--- src/rtl/dbg_trig_pkg.sv ---
package dbg_trig_pkg;

   localparam logic [11:0] A_SLOT_SEL = 12'h7A0;
   localparam logic [11:0] A_SLOT_CFG = 12'h7A1;
   localparam logic [11:0] A_SLOT_CMP = 12'h7A2;
   localparam logic [11:0] A_AUX_DATA = 12'h7A3;
   localparam logic [11:0] A_KIND_MAP = 12'h7A4;
   localparam logic [11:0] A_AUX_CTL  = 12'h7A5;
   localparam logic [11:0] A_CTX_HI   = 12'h7A8;
   localparam logic [11:0] A_CTX_LO   = 12'h7AA;

   localparam logic [3:0]  TYPE_EXC   = 4'd5;
   localparam logic [3:0]  TYPE_ADDR  = 4'd6;
   localparam logic [31:0] KIND_MAP_VAL = 32'h0000_0060;

   typedef enum logic {TK_ADDR = 1'b0, TK_EXC = 1'b1} trig_kind_e;

   // stored compare mode; value 1 is never stored
   localparam logic [1:0] CM_EQ = 2'd0;
   localparam logic [1:0] CM_GE = 2'd2;
   localparam logic [1:0] CM_LT = 2'd3;

   typedef struct packed {
      trig_kind_e kind;
      logic [1:0] mode;
      logic       exe_en;
      logic       st_en;
      logic       ld_en;
      logic       nmi_en;
   } trig_cfg_t;

   localparam trig_cfg_t CFG_RESET = '{kind: TK_ADDR, mode: CM_EQ, exe_en: 1'b1,
                                       st_en: 1'b0, ld_en: 1'b0, nmi_en: 1'b0};

   function automatic trig_cfg_t cfg_legalize(input logic [31:0] w);
      trig_cfg_t c;
      c.kind   = (w[31:28] == TYPE_EXC) ? TK_EXC : TK_ADDR;
      unique case (w[10:7])
         4'd2:    c.mode = CM_GE;
         4'd3:    c.mode = CM_LT;
         default: c.mode = CM_EQ;
      endcase
      c.exe_en = w[2];
      c.st_en  = w[1];
      c.ld_en  = w[0];
      c.nmi_en = w[10];
      return c;
   endfunction

   function automatic logic [31:0] cfg_render(input trig_cfg_t c);
      logic [31:0] r;
      if (c.kind == TK_EXC)
         r = {TYPE_EXC, 1'b1, 16'h0000, c.nmi_en, 1'b1, 3'b000, 6'd1};
      else
         r = {TYPE_ADDR, 1'b1, 11'h000, 4'd1, 1'b0, 2'b00, c.mode, 1'b1, 3'b000,
              c.exe_en, c.st_en, c.ld_en};
      return r;
   endfunction

endpackage

--- src/rtl/dbg_trig_cmp.sv ---
module dbg_trig_cmp #(
   parameter int XLEN = 32
) (
   input  logic [XLEN-1:0] addr_i,
   input  logic [XLEN-1:0] ref_i,
   input  logic [1:0]      mode_i,
   output logic            hit_o
);
   import dbg_trig_pkg::*;

   always_comb begin
      unique case (mode_i)
         CM_GE:   hit_o = (addr_i >= ref_i);
         CM_LT:   hit_o = (addr_i <  ref_i);
         default: hit_o = (addr_i == ref_i);
      endcase
   end
endmodule

--- src/rtl/dbg_trig_slot.sv ---
module dbg_trig_slot #(
   parameter int XLEN = 32
) (
   input  logic                     clk_i,
   input  logic                     rst_ni,
   input  logic                     cfg_we_i,
   input  logic                     cmp_we_i,
   input  logic [XLEN-1:0]          wdata_i,
   input  logic                     fetch_vld_i,
   input  logic [XLEN-1:0]          fetch_addr_i,
   input  logic                     load_vld_i,
   input  logic [XLEN-1:0]          load_addr_i,
   input  logic                     store_vld_i,
   input  logic [XLEN-1:0]          store_addr_i,
   input  logic                     trap_vld_i,
   input  logic                     trap_nmi_i,
   input  logic [$clog2(XLEN)-1:0]  trap_code_i,
   output logic [31:0]              cfg_rd_o,
   output logic [XLEN-1:0]          cmp_rd_o,
   output logic                     fire_o
);
   import dbg_trig_pkg::*;

   localparam int NPORT = 3; // 0 fetch, 1 store, 2 load

   trig_cfg_t       cfg_q;
   logic [XLEN-1:0] cmp_q;

   always_ff @(posedge clk_i or negedge rst_ni) begin
      if (!rst_ni) begin
         cfg_q <= CFG_RESET;
         cmp_q <= '0;
      end else begin
         if (cfg_we_i) cfg_q <= cfg_legalize(wdata_i);
         if (cmp_we_i) cmp_q <= wdata_i;
      end
   end

   logic [XLEN-1:0] port_addr [NPORT];
   logic [NPORT-1:0] port_vld, port_en, port_hit;

   assign port_addr[0] = fetch_addr_i;
   assign port_addr[1] = store_addr_i;
   assign port_addr[2] = load_addr_i;
   assign port_vld     = {load_vld_i, store_vld_i, fetch_vld_i};
   assign port_en      = {cfg_q.ld_en, cfg_q.st_en, cfg_q.exe_en};

   for (genvar p = 0; p < NPORT; p++) begin : g_port
      dbg_trig_cmp #(.XLEN(XLEN)) u_cmp (
         .addr_i (port_addr[p]),
         .ref_i  (cmp_q),
         .mode_i (cfg_q.mode),
         .hit_o  (port_hit[p])
      );
   end

   logic addr_fire, exc_fire;
   assign addr_fire = |(port_hit & port_vld & port_en);
   assign exc_fire  = trap_vld_i & (trap_nmi_i ? cfg_q.nmi_en : cmp_q[trap_code_i]);

   assign fire_o   = (cfg_q.kind == TK_EXC) ? exc_fire : addr_fire;
   assign cfg_rd_o = cfg_render(cfg_q);
   assign cmp_rd_o = cmp_q;
endmodule

--- src/rtl/dbg_trig_unit.sv ---
module dbg_trig_unit #(
   parameter int NUM_TRIG = 2,
   parameter int XLEN     = 32
) (
   input  logic        clk_i,
   input  logic        rst_ni,
   input  logic        csr_we_i,
   input  logic [11:0] csr_addr_i,
   input  logic [31:0] csr_wdata_i,
   output logic [31:0] csr_rdata_o,
   input  logic        dbg_mode_i,
   input  logic        fetch_vld_i,
   input  logic [31:0] fetch_addr_i,
   input  logic        load_vld_i,
   input  logic [31:0] load_addr_i,
   input  logic        store_vld_i,
   input  logic [31:0] store_addr_i,
   input  logic        trap_vld_i,
   input  logic        trap_nmi_i,
   input  logic [4:0]  trap_code_i,
   output logic        halt_req_o
);
   import dbg_trig_pkg::*;

   localparam int SEL_W = (NUM_TRIG > 1) ? $clog2(NUM_TRIG) : 1;
   localparam logic [31:0] LAST_SLOT = 32'(NUM_TRIG - 1);

   if (NUM_TRIG < 1 || NUM_TRIG > 16) begin : g_bad_num
      $error("dbg_trig_unit: NUM_TRIG must be 1..16");
   end
   if (XLEN != 32) begin : g_bad_xlen
      $error("dbg_trig_unit: field layout needs XLEN == 32");
   end

   logic [SEL_W-1:0] sel_q;
   logic             wr_sel, wr_cfg, wr_cmp;

   assign wr_sel = csr_we_i && (csr_addr_i == A_SLOT_SEL);
   assign wr_cfg = csr_we_i && dbg_mode_i && (csr_addr_i == A_SLOT_CFG);
   assign wr_cmp = csr_we_i && dbg_mode_i && (csr_addr_i == A_SLOT_CMP);

   always_ff @(posedge clk_i or negedge rst_ni) begin
      if (!rst_ni)
         sel_q <= '0;
      else if (wr_sel)
         sel_q <= (csr_wdata_i > LAST_SLOT) ? LAST_SLOT[SEL_W-1:0]
                                            : csr_wdata_i[SEL_W-1:0];
   end

   logic [31:0]   cfg_rd [NUM_TRIG];
   logic [31:0]   cmp_rd [NUM_TRIG];
   logic [NUM_TRIG-1:0] fire;

   for (genvar t = 0; t < NUM_TRIG; t++) begin : g_slot
      logic hit_sel;
      assign hit_sel = (sel_q == SEL_W'(t));
      dbg_trig_slot #(.XLEN(XLEN)) u_slot (
         .clk_i        (clk_i),
         .rst_ni       (rst_ni),
         .cfg_we_i     (wr_cfg && hit_sel),
         .cmp_we_i     (wr_cmp && hit_sel),
         .wdata_i      (csr_wdata_i),
         .fetch_vld_i  (fetch_vld_i),
         .fetch_addr_i (fetch_addr_i),
         .load_vld_i   (load_vld_i),
         .load_addr_i  (load_addr_i),
         .store_vld_i  (store_vld_i),
         .store_addr_i (store_addr_i),
         .trap_vld_i   (trap_vld_i),
         .trap_nmi_i   (trap_nmi_i),
         .trap_code_i  (trap_code_i),
         .cfg_rd_o     (cfg_rd[t]),
         .cmp_rd_o     (cmp_rd[t]),
         .fire_o       (fire[t])
      );
   end

   assign halt_req_o = (|fire) && !dbg_mode_i;

   always_comb begin
      unique case (csr_addr_i)
         A_SLOT_SEL: csr_rdata_o = 32'(sel_q);
         A_SLOT_CFG: csr_rdata_o = cfg_rd[sel_q];
         A_SLOT_CMP: csr_rdata_o = cmp_rd[sel_q];
         A_KIND_MAP: csr_rdata_o = KIND_MAP_VAL;
         default:    csr_rdata_o = '0;
      endcase
   end
endmodule

--- config.mk ---
export PLATFORM = sky130hd
export DESIGN_NAME = dbg_trig_unit
export DESIGN_NICKNAME = d
export VERILOG_FILES = /design/src/rtl/dbg_trig_pkg.sv /design/src/rtl/dbg_trig_cmp.sv /design/src/rtl/dbg_trig_slot.sv /design/src/rtl/dbg_trig_unit.sv
export SDC_FILE = /design/constraint.sdc
export NUM_CORES = 1
export LEC_CHECK = 0
export ABC_AREA = 1
export ABC_CLOCK_PERIOD_IN_PS = 3400
export BUFFER_PORTS_ARGS = -buffer_cell sky130_fd_sc_hd__buf_2
export CORE_ASPECT_RATIO = 0.75
export CORE_MARGIN = 2
export CORE_UTILIZATION = 40
export DETAILED_ROUTE_END_ITERATION = 10
export HOLD_SLACK_MARGIN = 0.02
export PLACE_DENSITY = 0.62
export SYNTH_ARGS = -nofsm -noshare
export SYNTH_HDL_FRONTEND = slang
export SYNTH_SLANG_ARGS = --single-unit
--- constraint.sdc ---
create_clock -name clk_i -period 3.4 [get_ports clk_i]
set_input_delay 0.17 -clock clk_i [delete_from_list [all_inputs] [get_ports clk_i]]
set_output_delay 0.17 -clock clk_i [all_outputs]
set_load 0.02 [all_outputs]
== After elaboration in Yosys (flattened, before gate mapping) ==
Index checks and enable logic that the tools add are counted.
Operators by class
  magnitude comparators: 15
  equality and inequality tests: 17
  mux-type cells: 26
  bitwise operators: 8
  reduce and logical (&&, ||, !) cells: 13
Operators with widths (count)
  32-bit == test: 6
  32-bit greater-or-equal comparator: 6
  32-bit less-than comparator: 6
  32-bit two-way mux: 6
  32-bit case mux with 4 select lines: 1
  30-bit two-way mux: 2
  12-bit by 11-bit == test with 1-bit output, second input constant: 4
  32-bit by 1-bit greater-than comparator with 1-bit output, second input constant: 1
  3-bit bitwise AND: 4
  1-bit case mux with 2 select lines: 6
  1-bit binary-select mux with 5-bit select: 2
  1-bit logical AND: 9
  2-bit == test, second input constant: 4
  4-bit by 2-bit == test with 1-bit output, second input constant: 2
  1-bit two-way mux: 8
  5-bit by 6-bit less-than comparator with 1-bit output, second input constant: 1
  3-bit OR reduction: 2
  4-bit by 3-bit == test with 1-bit output, second input constant: 1
  2-bit case mux with 2 select lines: 1
  1-bit bitwise AND: 2
  2-bit greater-or-equal comparator, second input constant: 1
  1-bit inverter with 2-bit output: 1
  2-bit OR reduction: 1
  1-bit logical NOT: 1
  1-bit inverter: 1
Storage, ports and cells
  flip-flop bits (word level): 79
  input port bits: 154
  word-level logic and storage cells: 94

== Logic depth before layout (Yosys ltp) ==
Gate-level depths: netlist of run 1.
  depth after elaboration: 8
  mapped depth: 19
  mapped depth without buffers: 19

== By module ==
Synthesis of run 1 repeated with hierarchy kept, for this count alone.
Unflattened totals
  cells, all modules: 1765
  area total of the unflattened synthesis: 11304.6 um^2
Modules (own cells, without submodules)
  dbg_trig_cmp: times used 6, cells an instance 146, area an instance 923.4 um^2
  dbg_trig_slot: times used 2, cells an instance 280, area an instance 2138.3 um^2
  dbg_trig_unit: times used 1, cells an instance 329, area an instance 1487.7 um^2

== Worst setup path before layout of run 1 ==
No wires, ideal clock.
  kind: reg-to-output
  start: register g_slot[1].u_slot.cmp_q[31]
  end: output port halt_req_o
  arrival: 1949 ps
  data required time: 3230 ps
  path slack: 1281 ps
  stages on the path, launching flop included: 15
  path buffers: 0
  path through: dfrtp_1 > inv_1 > ha_1 > nand2_1 > nor2_1 > nand2_1 > nor4_1 > nand2_1 > nand2_1 > nand2_1 > nand2_1 > nand2_1 > nand2_1 > o21ai_0 > a21oi_1
Between the ends
  word-level cells in the longest chain between the ends: 8
  elaborated cells on any way between the ends: 22
  those cells by class: 6 x order compare; 3 x eq/ne; 7 x mux; 3 x bitwise; 3 x reduce/logical
Ends and longest elaborated chain
  start: declaration: line dbg_trig_slot.sv:27  | logic [XLEN-1:0] cmp_q;
  start signal: assignment: line dbg_trig_slot.sv:35  | if (cmp_we_i) cmp_q <= wdata_i;
  32-bit less-than comparator, or another cell as far along: line dbg_trig_cmp.sv:14  | CM_LT: hit_o = (addr_i < ref_i);
  1-bit case mux with 2 select lines: line dbg_trig_cmp.sv:12  | unique case (mode_i)
  3-bit bitwise AND (2 in series): line dbg_trig_slot.sv:58  | assign addr_fire = |(port_hit & port_vld & port_en);
  3-bit OR reduction: line dbg_trig_slot.sv:58
  1-bit two-way mux *: line dbg_trig_slot.sv:61  | assign fire_o = (cfg_q.kind == TK_EXC) ? exc_fire : addr_fire;
  2-bit OR reduction *: line dbg_trig_unit.sv:78  | assign halt_req_o = (|fire) && !dbg_mode_i;
  1-bit logical AND *: line dbg_trig_unit.sv:78
  end: declaration: line dbg_trig_unit.sv:21  | output logic halt_req_o
Every way passes the cells marked *; elsewhere a longest branch is shown, timed or not. The select of a mux whose other input is x is not followed.

== Worst setup path after layout of run 1 ==
Same ends and word-level chain as after synthesis.

==> results of run 1 <==
[worst reg2reg max path, stage by stage (launching register included)]
cell and delay, ns:
dfrtp_2 0.71, inv_1 0.43, nand3_4 0.37, buf_4 0.49
nand2_1 0.17, o21ai_2 0.08
[cell usage in the layout (no fill, tap or decap), types with 2 or more instances in the layout]
cell type,instances
dfstp_2,2
buf_2,185
nor3_1,13
o21ai_1,56
dfrtp_1,76
a21oi_1,137
nor4_1,5
o32ai_1,2
a31oi_1,4
bufinv_16,2
o21a_1,11
nand2_1,329
o211ai_1,17
a22oi_1,4
nand4_1,20
o21ai_2,8
buf_4,10
nor2_1,97
nand3_1,42
clkbuf_16,9
inv_6,2
inv_1,151
nor3b_1,2
o21ai_0,76
o21bai_1,4
nand3_4,2
ha_1,192
[cell families after synthesis]
group | share of synthesized area
buffers and inverters | 0.0861
AO/OA/AOI/OAI | 0.195
adder cells (fa/ha/maj) | 0.266
flip-flops | 0.219
AND/OR/NAND/NOR | 0.234
[cell type report]
class | instances | area [sq um]
well taps | 294 | 368
fillers | 2344 | 11600
clock buffers | 10 | 229
repair buffers | 196 | 1010
multi-input cells | 1030 | 6290
inverters | 152 | 571
flip-flops and latches | 79 | 1980
clock inverters | 6 | 91.3
[power by group]
part | internal [uW] | switching [uW]
clock | 649 | 411
sequential | 941 | 1.62
combinational | 227 | 342
total | 1820 | 755
[through the flow]
stage / cells / cell area (sq um) / util / setup WS (ns)
final: 1767 / 10500 / 0.477 / 0.169
after global routing: 1767 / 10500 / 0.477 / 0.00913
after CTS: 1767 / 10500 / 0.477 / 0.182
after detailed placement: 1750 / 10200 / 0.462 / 0.576
after floorplan: 1296 / 9040 / - / 1.28
after global placement: 1750 / 10200 / 0.462 / 0.564
[cell usage after synthesis, drive strengths merged]
library cell / count
dfstp: 2
o22ai: 1
a21o: 1
o31ai: 1
nand4: 20
nor3b: 2
nor3: 15
inv: 152
o21ai: 140
ha: 192
o21bai: 4
nor2: 97
o32ai: 2
nand3: 44
dfrtp: 77
nor4: 5
o221ai: 1
clkbuf: 21
a21oi: 138
buf: 14
o21a: 11
o211ai: 17
and2: 1
nand2: 330
a22oi: 4
a31oi: 4
[layer usage]
metal | wire length, um | vias up
met5 | 0 | -
met4 | 278 | 0
met3 | 3000 | 19
met2 | 12800 | 395
met1 | 15300 | 4224
li1 | - | 4754
[final timing paths]
| path | startpoint | end | cells past startpoint |
|---|---|---|---|
| setup / recovery | g_slot[1].u_slot.cmp_rd_o[31] | halt_req_o | 15 |
| min in group asynchronous | rst_ni | g_slot[1].u_slot.cmp_rd_o[19] | 2 |
| hold / removal | csr_wdata_i[25] | g_slot[0].u_slot.cmp_rd_o[25] | 3 |
| max in group asynchronous | rst_ni | g_slot[0].u_slot.cfg_q[3] | 3 |
| hold reg to reg | g_slot[0].u_slot.cmp_rd_o[3] | g_slot[0].u_slot.cmp_rd_o[3] | 2 |
| setup reg to reg | g_slot[1].hit_sel | g_slot[0].u_slot.cmp_rd_o[21] | 5 |
[state kept, by name (all words and copies together) (netlist names)]
signal                  count
g_slot.hit_sel              1
g_slot.u_slot.cfg_q        14
g_slot.u_slot.cmp_rd_o     64
[timing repair]
action,in CTS,in global routing
setup buffers,0,0
hold endpoints to repair,34,0
gates resized for setup,0,1
setup endpoints to repair,0,1
hold buffers,1,0
==> flow_metrics.py, run 1 <==
metrics = {
    "outcome": {
        "status": "finished clean",
    },
    "die": {
        "die_outline_area_sq_um": 23800,
        "chipHeight_um": 134,
        "rows": 47,
        "initial_utilization": 0.409,
        "placeableCoreArea_sq_um": 22100,
        "pin_count": 187,
        "dieWidth_um": 178,
    },
    "setup_path": {
        "crit_chain": "inv_1, ha_1, nand2_1, nor2_1, nand2_1, nor4_1, nand2_1, nand2_1, nand2_1, nand2_1, nand2_1, nand2_1, o21ai_0, a21oi_2, buf_2",
        "critical_path_buf_inv_count": 2,
        "crit_path_frequent_cell": "nand2_1",
        "reg2reg_setup_slack_ns": 1.09,
        "worst_setup_path_start_kind": "register",
        "critical_path.endpoint_type": "output pin",
        "critical_path_peak_fanout": 4,
        "slowest_stage": "nor4_1",
        "worstSetupPathType": "register to output pin",
        "critical-path-max-stage-delay_ns": 0.51,
        "timing.critical_path.required_ns": 3.23,
        "cp.arrival_ns": 3.06,
        "critPathTopFamily": "simple AND/OR/NAND/NOR gates",
    },
    "power": {
        "finalPower_uw": 2570,
        "power_leakage_uw": 0.00526,
        "peakVddDrop_uv": 211,
        "power_density_nw_per_um2": 244,
    },
    "min_path": {
        "worst_hold_check_path_type": "primary input to register",
    },
    "drt": {
        "first_iter_violations": 972,
        "vias_per_cell": 5.32,
        "drtAntennaViolNets": 0,
        "first_pass_iters": 5,
        "routedWlPerCell_um": 17.8,
        "drc": 0,
        "num_vias": 9392,
        "routed_wirelength_mm": 31.4,
    },
    "layout": {
        "area_growth_syn_to_layout_pct": 16.5,
        "design.final.nets": 1814,
        "drive_above_1_share": 0.155,
        "n_antenna_cell": 0,
    },
    "cts": {
        "htree_num_levels": 3,
        "numCtsBuffers": 9,
        "clock_sink_count": 79,
        "tritoncts": "done",
        "clkLatencyLatePin_ns": 0.35,
        "clockRootBuffer": "clkbuf_16",
        "clk_pin_slew_worst_paths_ns": 0.07,
        "cts_max_path_buffers": 2,
    },
    "grt": {
        "grtUsageTotal": 0.267,
        "overflow": 0,
        "grt_pass1_vias": 8791,
        "grt_pass1_wl_mm": 48.9,
        "grt_util_met1": 0.405,
        "grt_antenna_before_repair": 0,
        "globalRoute.busiestLayer": "met1",
        "grt_start_max_net_pins": 45,
        "grt_use_met3": 0.0578,
        "met2_layer_usage_reported_by_global_route": 0.391,
    },
    "sta": {
        "worstMarginPinSlew_ns": 0.790,
        "finalClockSkew_ns": 0.0117,
        "hold-worst-slack_ns": 0.105,
        "setup_tns_ns": 0,
        "maxSlewViolCount": 0,
        "period_minus_slack_ns": 3.23,
        "finalSetupViolCount": 0,
        "min_period_over_period": 0.950,
        "timing.max_slew.rel_slack": 0.469,
        "highest_clock_rate_mhz": 310,
        "final_hold_viol_count": 0,
        "rsz0062_at_grt": "no",
    },
    "synthesis": {
        "synth_largest_type_area_fraction": 0.266,
        "synthesis.area_sq_um": 9040,
        "yosysTopAreaCell": "ha_1",
        "synth_top_cells_by_area": "ha_1 (27%), dfrtp_1 (21%), nand2_1 (14%), a21oi_1 (7.6%), inv_1 (6.3%)",
        "seq_area_frac_synth": 0.219,
        "ys_seq_elements": 79,
        "synth_fp_nets": 1642,
        "ys.warnings.count": 0,
        "postSynthCellCount": 1296,
        "synthesized_area_divided_by_synthesized_cell_count_sq_um": 6.98,
        "synth_cell_type_count": 36,
    },
    "placed_design": {
        "finalWeightedCongestion": 0.959,
        "detailed_place_hpwl_mm": 26.2,
        "placement.io_buffers": 186,
    },
    "flow_run": {
        "max-cap-violations": 0,
    },
}
Note: power is estimated with default switching activity, not from simulation.
==> inputs of run 2 (changes only) <==
--- a/config.mk
+++ b/config.mk
@@ -8,12 +8,12 @@
 export ABC_AREA = 1
 export ABC_CLOCK_PERIOD_IN_PS = 3400
 export BUFFER_PORTS_ARGS = -buffer_cell sky130_fd_sc_hd__buf_2
-export CORE_ASPECT_RATIO = 0.75
 export CORE_MARGIN = 2
 export CORE_UTILIZATION = 40
 export DETAILED_ROUTE_END_ITERATION = 10
 export HOLD_SLACK_MARGIN = 0.02
-export PLACE_DENSITY = 0.62
+export PLACE_DENSITY = 0.61
 export SYNTH_ARGS = -nofsm -noshare
 export SYNTH_HDL_FRONTEND = slang
+export SYNTH_HIERARCHICAL = 1
 export SYNTH_SLANG_ARGS = --single-unit
==> run 2 against run 1 <==
Net effect:
- core utilization is 1.9 points lower
- routed wire length is 25% higher
- non-clock buffer count is 3 higher
- clock power is 7% higher
- first-iteration DRC count is 13% lower
- via count is 23% higher
- global-route usage is 0.20 points lower
- hold slack worse by 0.032 ns
- combinational power is 16% lower
- fmax is 6.2% higher
- largest power group unchanged
- highest routed layer unchanged
==> flow_metrics.py, run 2 <==
metrics = {
    "die": {
        "placeableCoreArea_sq_um": 27800,
        "pin_count": 187,
        "initial_utilization": 0.407,
        "die_outline_area_sq_um": 29600,
        "chipHeight_um": 172,
        "rows": 61,
        "dieWidth_um": 172,
    },
    "cts": {
        "post-cts-setup-buffers": 0,
        "clk_pin_slew_worst_paths_ns": 0.06,
        "htree_num_levels": 3,
        "numCtsBuffers": 9,
        "cts.hold.buffers_added": 1,
        "cts_max_path_buffers": 2,
        "tritoncts": "done",
        "clock_sink_count": 79,
        "clkLatencyLatePin_ns": 0.34,
        "cts_repair_resize_count": 0,
        "clockRootBuffer": "clkbuf_16",
    },
    "sta": {
        "timing.max_slew.rel_slack": 0.425,
        "worstMarginPinSlew_ns": 0.863,
        "maxSlewViolCount": 0,
        "final_hold_viol_count": 0,
        "period_minus_slack_ns": 3.04,
        "highest_clock_rate_mhz": 329,
        "min_period_over_period": 0.895,
        "finalSetupViolCount": 0,
        "rsz0062_at_grt": "no",
        "finalClockSkew_ns": 0.00604,
        "setup_tns_ns": 0,
    },
    "min_path": {
        "worst_hold_check_path_type": "primary input to register",
        "hold_path_depth": 3,
    },
    "layout": {
        "most-common-layout-cells": "nand2_1 (482), inv_1 (332), ha_1 (192)",
        "multi_input_comb_area_sq_um": 7560,
        "n_fill_cell": 2985,
        "area_growth_syn_to_layout_pct": 12.4,
        "util_after_layout": 0.457,
        "final_common_cell": "nand2_1",
        "design.final.nets": 2265,
        "drive_above_1_share": 0.154,
        "number_of_flip_flops_in_the_largest_register": 64,
        "register_area_sq_um": 1980,
    },
    "synthesis": {
        "synth_common_cells": "nand2_1 (482), inv_1 (332), ha_1 (192), a21oi_1 (134), nand3_1 (113)",
        "yosysTopAreaCell": "ha_1",
        "synth_top_cells_by_area": "ha_1 (21%), dfrtp_1 (17%), nand2_1 (16%), inv_1 (11%), a21oi_1 (5.9%)",
        "synth.most_common_cell": "nand2_1",
        "synth_cell_type_count": 33,
        "synth_async_sr_flop_share": 1.00,
        "primary_ff_master_synth": "dfrtp_1",
        "ys_seq_elements": 79,
        "synthesized_area_divided_by_synthesized_cell_count_sq_um": 6.40,
        "synthesis.area_sq_um": 11300,
        "postSynthCellCount": 1765,
        "ys.warnings.count": 6,
        "synth_largest_type_area_fraction": 0.213,
        "synth-edff-count": 0,
        "seq_area_frac_synth": 0.175,
    },
    "power": {
        "power_leakage_uw": 0.00895,
        "power_density_nw_per_um2": 201,
        "peakVddDrop_uv": 198,
    },
    "setup_path": {
        "slowest_stage": "dfrtp_1",
        "worst_setup_path_start_kind": "register",
        "critical_path.endpoint_type": "output pin",
        "timing.critical_path.required_ns": 3.23,
        "worst_r2r_path_depth": 8,
        "r2r-end": "g_slot[1].u_slot/cfg_q[5]",
        "critical_path_peak_fanout": 5,
        "reg2reg_setup_slack_ns": 1.32,
        "critical_path.reg2reg.startpoint": "g_slot[1].hit_sel",
        "crit_path_frequent_cell": "nand2_1",
        "worstSetupPathType": "register to output pin",
        "worst_setup_path_start": "g_slot[0].u_slot/cmp_rd_o[13]",
        "critPathTopFamily": "simple AND/OR/NAND/NOR gates",
        "crit_path_depth": 17,
        "critical-path-max-stage-delay_ns": 0.50,
        "crit_chain": "inv_1, ha_1, a21oi_1, o21ai_0, a21oi_1, nand2_1, nand2_1, nand3_1, nand2_1, nand3_1, nand3_1, nand3_1, nand2_1, nand2_1, nor2_1, nor2_1, buf_2",
        "cp-endpoint": "halt_req_o",
        "cp.arrival_ns": 2.87,
        "critical_path_buf_inv_count": 2,
    },
    "drt": {
        "routedWlPerCell_um": 17.0,
        "first_pass_iters": 6,
        "vias_per_cell": 5.03,
        "routed_wirelength_mm": 39.1,
        "num_vias": 11600,
        "drtAntennaViolNets": 0,
        "drc": 0,
        "first_iter_violations": 841,
    },
    "grt": {
        "grt_pass1_vias": 11200,
        "grt_pass1_wl_mm": 59.9,
        "grt_start_max_net_pins": 67,
        "grtUsageTotal": 0.265,
        "grt_antenna_before_repair": 2,
        "overflow": 0,
    },
    "placed_design": {
        "placement.io_buffers": 186,
        "detailed_place_hpwl_mm": 31.9,
        "finalWeightedCongestion": 0.953,
    },
    "flow_run": {
        "max-cap-violations": 0,
    },
    "outcome": {
        "status": "finished clean",
    },
}
[run 2: through the flow]
step | worst slack, ns | hold WS (ns) | instances | power (uW) | area (sq um)
floorplan | 1.35 | -0.126 | 1803 | 1240 | 11400
global placement | 0.759 | 0.319 | 2285 | 1430 | 12400
detailed placement | 0.755 | 0.315 | 2285 | 1440 | 12400
CTS | 0.381 | 0.0662 | 2302 | 2560 | 12700
global route | 0.146 | 0.0852 | 2303 | 2660 | 12700
finish | 0.357 | 0.0725 | 2304 | 2550 | 12700
[run 2: tightest hold or removal path: cells and delay by family]
kind | cells | cell delay, ns
AOI/OAI and AO/OA | 1 | 0.05
buffers and inverters | 1 | 0.10
and+or+nand+nor | 1 | 0.05
[run 2: cells by family (layout without fill, tap and decap cells)]
| logic type | count (synthesis) | in the layout | share of synthesized area |
|---|---|---|---|
| other cells | 4 | 44 | 0.00133 |
| mux | 2 | 2 | 0.00199 |
| buf+inv | 436 | 557 | 0.170 |
| fa+ha+maj | 192 | 192 | 0.213 |
| simple gates | 799 | 799 | 0.317 |
| compound gates | 253 | 253 | 0.122 |
| flops | 79 | 79 | 0.175 |
[run 2: cell type report]
type                       count  share of cell area
antenna                        2            0.000394
clock buffer                  10              0.0180
clock inverter                 6             0.00857
inverter                     342               0.102
multi-input combinational   1288               0.595
sequential                    79               0.156
tap                          378              0.0372
timing repair buffer         199              0.0833
[run 2: routing by layer]
metal	GRT usage	routed length (um)
met1	0.338	17300
met2	0.453	18200
met3	0.0288	2100
met4	0.114	1620
met5	0	0
[run 2: report_power, final]
group	total (uW)	switching [uW]	internal (uW)	leakage (uW)
Sequential	946	3.88	942	0.000705
Combinational	480	306	174	0.00808
Clock	1130	411	717	0.000166
[run 2: how the worst min path moves through the flow]
stage,endpoint,from,slack [ns]
floorplan,g_slot[0].u_slot/cfg_q[0],rst_ni,-0.13
global placement,g_slot[0].u_slot/cmp_rd_o[18],rst_ni,0.32
detailed placement,g_slot[0].u_slot/cmp_rd_o[18],rst_ni,0.32
CTS,g_slot[0].u_slot/cmp_rd_o[15],csr_wdata_i[15],0.07
global route,g_slot[1].u_slot/cmp_rd_o[15],csr_wdata_i[15],0.09
finish,g_slot[0].u_slot/cmp_rd_o[15],csr_wdata_i[15],0.07
